==> src/rtl/pfm_pkg.sv <==
package pfm_pkg;

    localparam int CFG_W     = 32;
    localparam int SRC_IDX_W = 3;

    typedef struct packed {
        logic                 used;
        logic [SRC_IDX_W-1:0] src;
        logic [CFG_W-1:0]     mask;
        logic [CFG_W-1:0]     val;
    } desc_t;

    function automatic desc_t mk(int src, logic [CFG_W-1:0] mask, logic [CFG_W-1:0] val);
        desc_t d;
        d.used = 1'b1;
        d.src  = SRC_IDX_W'(src);
        d.mask = mask;
        d.val  = val;
        return d;
    endfunction

    // Key layout: pin*1000 + level*100 + expression*10 + descriptor.
    // Source 0..2 are control registers, source 3 is the strap word.
    // Expressions fill their descriptors from slot 0 upward.
    function automatic desc_t pfm_desc(int pin, int lvl, int ex, int d);
        desc_t r;
        r = '0;
        case (pin * 1000 + lvl * 100 + ex * 10 + d)
            // pin 0: three-way AND, one bit must be clear for level 0
            0:    r = mk(0, 32'h0000_0008, 32'd1);
            1:    r = mk(1, 32'h0000_8000, 32'd1);
            2:    r = mk(2, 32'h8000_0000, 32'd0);
            100:  r = mk(0, 32'h0000_0008, 32'd1);
            101:  r = mk(1, 32'h0000_8000, 32'd1);
            102:  r = mk(2, 32'h8000_0000, 32'd1);
            // pin 1: two independent expressions, one on the strap word
            1000: r = mk(1, 32'h0000_1000, 32'd1);
            1010: r = mk(3, 32'h0000_4000, 32'd1);
            // pin 2: nonzero mode field spelled as three products, shared enable
            2000: r = mk(2, 32'h0000_0030, 32'd1);
            2001: r = mk(1, 32'h0002_0000, 32'd1);
            2010: r = mk(2, 32'h0000_0030, 32'd2);
            2011: r = mk(1, 32'h0002_0000, 32'd1);
            2020: r = mk(2, 32'h0000_0030, 32'd3);
            2021: r = mk(1, 32'h0002_0000, 32'd1);
            2100: r = mk(1, 32'h0002_0000, 32'd1);
            // pin 3: five levels
            3000: r = mk(0, 32'h0000_0001, 32'd1);
            3100: r = mk(0, 32'h0000_0002, 32'd1);
            3200: r = mk(2, 32'h0000_0030, 32'd3);
            3201: r = mk(1, 32'h0040_0000, 32'd1);
            3300: r = mk(1, 32'h0040_0000, 32'd1);
            3400: r = mk(3, 32'h0000_0040, 32'd0);
            3401: r = mk(0, 32'h0000_0004, 32'd1);
            default: r = '0;
        endcase
        return r;
    endfunction

    function automatic bit expr_used(int pin, int lvl, int ex);
        desc_t d;
        d = pfm_desc(pin, lvl, ex, 0);
        return d.used;
    endfunction

    function automatic int low_bit(logic [CFG_W-1:0] m);
        int r;
        r = 0;
        for (int i = CFG_W - 1; i >= 0; i--) begin
            if (m[i]) r = i;
        end
        return r;
    endfunction

endpackage

==> src/rtl/pfm_regfile.sv <==
module pfm_regfile #(
    parameter int NUM_REGS = 3,
    parameter int DATA_W   = pfm_pkg::CFG_W,
    parameter int ADDR_W   = $clog2(NUM_REGS + 1),
    parameter int NUM_SRC  = NUM_REGS + 1
) (
    input  logic                      clk,
    input  logic                      rst_n,
    input  logic                      wr_en,
    input  logic [ADDR_W-1:0]         wr_addr,
    input  logic [DATA_W-1:0]         wr_data,
    input  logic [ADDR_W-1:0]         rd_addr,
    output logic [DATA_W-1:0]         rd_data,
    input  logic [DATA_W-1:0]         strap_i,
    output logic [NUM_SRC*DATA_W-1:0] src_flat,
    output logic                      strap_locked
);

    typedef enum logic [0:0] {
        ST_SAMPLE = 1'b0,
        ST_HOLD   = 1'b1
    } cap_state_e;

    cap_state_e        state_q, state_d;
    logic              cap_en;
    logic [DATA_W-1:0] strap_q;
    logic [DATA_W-1:0] ctrl_q [NUM_REGS];

    // state register
    always_ff @(posedge clk or negedge rst_n) begin
        if (!rst_n) state_q <= ST_SAMPLE;
        else        state_q <= state_d;
    end

    // next state and outputs
    always_comb begin
        state_d = state_q;
        cap_en  = 1'b0;
        unique case (state_q)
            ST_SAMPLE: begin
                cap_en  = 1'b1;
                state_d = ST_HOLD;
            end
            ST_HOLD: begin
                state_d = ST_HOLD;
            end
            default: state_d = ST_SAMPLE;
        endcase
    end

    assign strap_locked = (state_q == ST_HOLD);

    always_ff @(posedge clk or negedge rst_n) begin
        if (!rst_n)      strap_q <= '0;
        else if (cap_en) strap_q <= strap_i;
    end

    for (genvar r = 0; r < NUM_REGS; r++) begin : g_ctrl
        always_ff @(posedge clk or negedge rst_n) begin
            if (!rst_n)
                ctrl_q[r] <= '0;
            else if (wr_en && wr_addr == ADDR_W'(r))
                ctrl_q[r] <= wr_data;
        end
        assign src_flat[r*DATA_W +: DATA_W] = ctrl_q[r];
    end
    assign src_flat[NUM_REGS*DATA_W +: DATA_W] = strap_q;

    always_comb begin
        rd_data = '0;
        for (int r = 0; r < NUM_REGS; r++) begin
            if (rd_addr == ADDR_W'(r)) rd_data = ctrl_q[r];
        end
        if (rd_addr == ADDR_W'(NUM_REGS)) rd_data = strap_q;
    end

endmodule

==> src/rtl/pfm_level_eval.sv <==
module pfm_level_eval #(
    parameter int PIN        = 0,
    parameter int NUM_LEVELS = 5,
    parameter int NUM_EXPR   = 3,
    parameter int NUM_DESC   = 3,
    parameter int NUM_SRC    = 4,
    parameter int DATA_W     = pfm_pkg::CFG_W
) (
    input  logic [NUM_SRC*DATA_W-1:0] src_flat,
    output logic [NUM_LEVELS-1:0]     lvl_en
);

    for (genvar l = 0; l < NUM_LEVELS; l++) begin : g_lvl
        logic [NUM_EXPR-1:0] ex_true;
        for (genvar e = 0; e < NUM_EXPR; e++) begin : g_ex
            localparam bit EX_USED = pfm_pkg::expr_used(PIN, l, e);
            logic [NUM_DESC-1:0] hit;
            for (genvar k = 0; k < NUM_DESC; k++) begin : g_desc
                localparam pfm_pkg::desc_t D = pfm_pkg::pfm_desc(PIN, l, e, k);
                localparam int SH  = pfm_pkg::low_bit(D.mask);
                localparam int SRC = int'(D.src);
                if (D.used && SRC < NUM_SRC) begin : g_cmp
                    assign hit[k] = ((src_flat[SRC*DATA_W +: DATA_W] & D.mask[DATA_W-1:0]) >> SH)
                                    == D.val[DATA_W-1:0];
                end else begin : g_free
                    assign hit[k] = 1'b1;
                end
            end
            assign ex_true[e] = EX_USED && (&hit);
        end
        assign lvl_en[l] = |ex_true;
    end

endmodule

==> src/rtl/pfm_prio_pick.sv <==
module pfm_prio_pick #(
    parameter int NUM_LEVELS = 5,
    parameter int SEL_W      = $clog2(NUM_LEVELS + 1)
) (
    input  logic                  clk,
    input  logic                  rst_n,
    input  logic [NUM_LEVELS-1:0] lvl_en,
    output logic [SEL_W-1:0]      sel_q
);

    localparam logic [SEL_W-1:0] FALLBACK = SEL_W'(NUM_LEVELS);

    logic [SEL_W-1:0] sel_d;

    always_comb begin
        sel_d = FALLBACK;
        for (int l = NUM_LEVELS - 1; l >= 0; l--) begin
            if (lvl_en[l]) sel_d = SEL_W'(l);
        end
    end

    always_ff @(posedge clk or negedge rst_n) begin
        if (!rst_n) sel_q <= FALLBACK;
        else        sel_q <= sel_d;
    end

endmodule

==> src/rtl/pin_func_mux.sv <==
module pin_func_mux #(
    parameter int NUM_PINS   = 4,
    parameter int NUM_LEVELS = 5,
    parameter int NUM_EXPR   = 3,
    parameter int NUM_DESC   = 3,
    parameter int NUM_REGS   = 3,
    parameter int DATA_W     = pfm_pkg::CFG_W,
    parameter int ADDR_W     = $clog2(NUM_REGS + 1),
    parameter int SEL_W      = $clog2(NUM_LEVELS + 1)
) (
    input  logic                      clk,
    input  logic                      rst_n,
    input  logic                      wr_en,
    input  logic [ADDR_W-1:0]         wr_addr,
    input  logic [DATA_W-1:0]         wr_data,
    input  logic [ADDR_W-1:0]         rd_addr,
    output logic [DATA_W-1:0]         rd_data,
    input  logic [DATA_W-1:0]         strap_i,
    output logic [NUM_PINS*SEL_W-1:0] sel_o
);

    localparam int NUM_SRC = NUM_REGS + 1;

    logic [NUM_SRC*DATA_W-1:0] src_flat;
    logic                      strap_locked;

    pfm_regfile #(
        .NUM_REGS (NUM_REGS),
        .DATA_W   (DATA_W),
        .ADDR_W   (ADDR_W),
        .NUM_SRC  (NUM_SRC)
    ) u_regs (
        .clk          (clk),
        .rst_n        (rst_n),
        .wr_en        (wr_en),
        .wr_addr      (wr_addr),
        .wr_data      (wr_data),
        .rd_addr      (rd_addr),
        .rd_data      (rd_data),
        .strap_i      (strap_i),
        .src_flat     (src_flat),
        .strap_locked (strap_locked)
    );

    for (genvar p = 0; p < NUM_PINS; p++) begin : g_pin
        logic [NUM_LEVELS-1:0] lvl_en;

        pfm_level_eval #(
            .PIN        (p),
            .NUM_LEVELS (NUM_LEVELS),
            .NUM_EXPR   (NUM_EXPR),
            .NUM_DESC   (NUM_DESC),
            .NUM_SRC    (NUM_SRC),
            .DATA_W     (DATA_W)
        ) u_eval (
            .src_flat (src_flat),
            .lvl_en   (lvl_en)
        );

        pfm_prio_pick #(
            .NUM_LEVELS (NUM_LEVELS),
            .SEL_W      (SEL_W)
        ) u_pick (
            .clk    (clk),
            .rst_n  (rst_n),
            .lvl_en (lvl_en),
            .sel_q  (sel_o[p*SEL_W +: SEL_W])
        );
    end

endmodule

==> config.mk <==
export PLATFORM = sky130hd
export DESIGN_NAME = pin_func_mux
export DESIGN_NICKNAME = d
export VERILOG_FILES = /design/src/rtl/pfm_pkg.sv /design/src/rtl/pfm_regfile.sv /design/src/rtl/pfm_level_eval.sv /design/src/rtl/pfm_prio_pick.sv /design/src/rtl/pin_func_mux.sv
export SDC_FILE = /design/constraint.sdc
export NUM_CORES = 1
export LEC_CHECK = 0
export ABC_AREA = 0
export BUFFER_PORTS_ARGS = -buffer_cell sky130_fd_sc_hd__buf_4
export CORE_MARGIN = 2
export CORE_UTILIZATION = 55
export CTS_CLUSTER_DIAMETER = 100
export DETAILED_ROUTE_END_ITERATION = 8
export HOLD_SLACK_MARGIN = 0.03
export PLACE_DENSITY = 0.77
export SYNTH_ARGS = -nofsm -noshare
export SYNTH_HDL_FRONTEND = slang
export SYNTH_SLANG_ARGS = --single-unit
==> constraint.sdc <==
create_clock -name clk -period 1.44 [get_ports clk]
set_input_delay 0.072 -clock clk [delete_from_list [all_inputs] [get_ports clk]]
set_output_delay 0.072 -clock clk [all_outputs]
set_load 0.005 [all_outputs]
==> summary.txt <==
Antenna Cells -> 0
vias per cell -> 5.39
via count -> 3770
most common cell in the netlist -> dfrtp_1
worst slack at placement -> 0.199 ns
Max Freq -> 612 MHz
DRC -> 0
initial core utilization -> 56.9%
die height -> 108 um
Max clock buf depth -> 2
#FFs+latches synth -> 137
WL per Instance -> 19.1 um
CP Max Fanout -> 2
die outline area -> 11600 um2
CP Capture Type -> output port
CTS buffer count -> 17
top cells by area, synth -> dfrtp_1, mux2_2, mux4_2
Nets -> 622
vias in the first global route -> 4191
first-pass GRT wire length -> 21300 um
core area -> 10400 um2
aggregate global routing overflow -> 0
Worst Hold Class -> input pin to asynchronous set/reset pin
failing checks -> setup timing
top cell type's share of synthesized area -> 55.1%
Synth Flop Type -> dfrtp_1
Setup CP Type -> flip-flop to output port
power density over the cells -> 1360 nW/um2
Post-Route WL -> 13300 um
Crit path arrival time -> 1.56 ns
status -> complete, but fails checks
TritonCTS clock tree -> yes
Final min period -> 1.63 ns
Placer Congestion -> 0.733
drt first pass iters -> 4
Setup crit start kind -> flip-flop
largest net degree at the start of global routing -> 44
sequential fraction of the synthesis area -> 58.2%
antenna violations before repair -> 0
root buffer cell -> clkbuf_8
htree depth -> 4
Distinct cells, synth -> 22
Rows -> 37
RSZ-0062 raised after global routing -> yes
clk_lat worst skew -> 0.53 ns
PortBufs -> 111
final setup margin -> -0.193 ns
Reg2Reg Setup Slack -> 0.27 ns
Clock Sinks -> 137
count of final max-slew check failures -> 0
Avg Inst Size Synth -> 17.5 um2
antenna viol nets, final -> 0
DRT iter0 DRCs -> 115
Synth Cell Area -> 5900 um2
Final Cycle Share -> 113%
Die Wd -> 108 um
post-DP HPWL -> 7940 um
number of max-cap violations -> 0
YS warnings -> 0
total track usage -> 25.3%
Final Power -> 11.6 mW
final setup fails -> 32
I/O pin count -> 115
Async SR Flop Fraction -> 100%
number of synthesized flops with an enable pin -> 0
Mapped Cells -> 337
top cells by count, synth -> dfrtp_1, mux2_2, mux4_2
Synth area leader -> dfrtp_1
Fillers -> 513
peak supply drop -> 1140 uV
Syn-to-layout area delta -> 44.5%
Clock transition at path regs -> 0.06 ns
Pleak -> 3.78 nW
fraction of layout cells with a size suffix above 1 -> 62.1%
Fin. Hold Viols -> 0
worst path required time -> 1.37 ns
clock skew -> 0.00928 ns
sequential cells by signal, summed over array words and instances (netlist names):
| signal | count |
|---|---|
| u_regs.src_flat | 96 |
| u_regs.strap_q | 32 |
| g_pin.u_pick.sel_q | 8 |
| u_regs.strap_locked | 1 |
cells by family after synthesis:
logic type             after synthesis  synth area share (%)
AO/OA/AOI/OAI                        1                0.0847
buffers and inverters               26                  3.39
flip-flops                         137                  58.2
multiplexers                       160                  36.6
other                                2                 0.127
AND/OR/NAND/NOR                     11                  1.55
critical path, cell delays in order, from the launching register on:
cell	delay (ns)
dfrtp_1	0.38
mux4_2	0.52
buf_6	0.14
cell type report:
| class | instances | area [um2] | share of cell area [%] |
|---|---|---|---|
| Clock buffer | 25 | 494 | 5.79 |
| Clock inverter | 7 | 113 | 1.32 |
| Inverter | 1 | 3.75 | 0.0440 |
| Multi-Input combinational cell | 176 | 2270 | 26.6 |
| Sequential cell | 137 | 3440 | 40.3 |
| Tap cell | 136 | 170 | 1.99 |
| Timing Repair Buffer | 218 | 2040 | 23.9 |
power breakdown:
group | switching (mW) | internal (mW) | total [mW]
Sequential | 0.323 | 4.53 | 4.85
Combinational | 0.781 | 1.62 | 2.40
Clock | 1.52 | 2.86 | 4.38
metal layers:
metal / wire (um) / up-vias / GRT usage [%]
met3: 492 / 18 / 6.36
met4: 211 / 0 / 9.89
met5: 0 / - / 0
met1: 5630 / 1963 / 31.0
met2: 7010 / 101 / 43.3
li1: - / 1688 / -
placed cells by master (no fill, tap or decap), drive strengths merged, types with 2 or more instances in the layout:
cell / instances
dlygate4sd3: 66
clkbuf: 25
mux4: 32
buf: 152
nor3b: 2
bufinv: 3
conb: 4
dfrtp: 130
nand3b: 2
clkinv: 3
mux2: 128
nor3: 2
dfstp: 7
per-stage QoR:
step	utilization, %	TNS (ns)	cells	hold WS (ns)	instance area, um2
CTS	81.7	-5.67	692	0.0161	8470
global route	82.3	-6.36	700	0.0360	8530
finish	82.3	-4.99	700	0.0281	8530
global placement	66.9	0	574	0.0193	6930
detailed placement	66.9	0	574	0.0157	6930
floorplan	-	0	339	-0.224	5910
path summary, 6_finish.rpt:
| kind | startpoint | to | depth (start not counted) |
|---|---|---|---|
| min | rst_n | u_regs.src_flat[66] | 2 |
| min reg2reg | u_regs.strap_q[14] | g_pin[1].u_pick.sel_q[0] | 1 |
| max in group asynchronous | rst_n | u_regs.src_flat[34] | 3 |
| max reg2reg | u_regs.strap_locked | u_regs.strap_q[2] | 2 |
| max | u_regs.strap_q[27] | rd_data[27] | 2 |
| min in group clk | wr_addr[0] | u_regs.src_flat[61] | 3 |
timing repair:
item,CTS,global route
endpoints found under the hold margin,261,0
pin swaps,0,0
endpoints found under the setup margin,32,32
setup buffers,20,8
hold buffers,66,0
resized for setup,33,0
(Power assumes the default switching activity.)
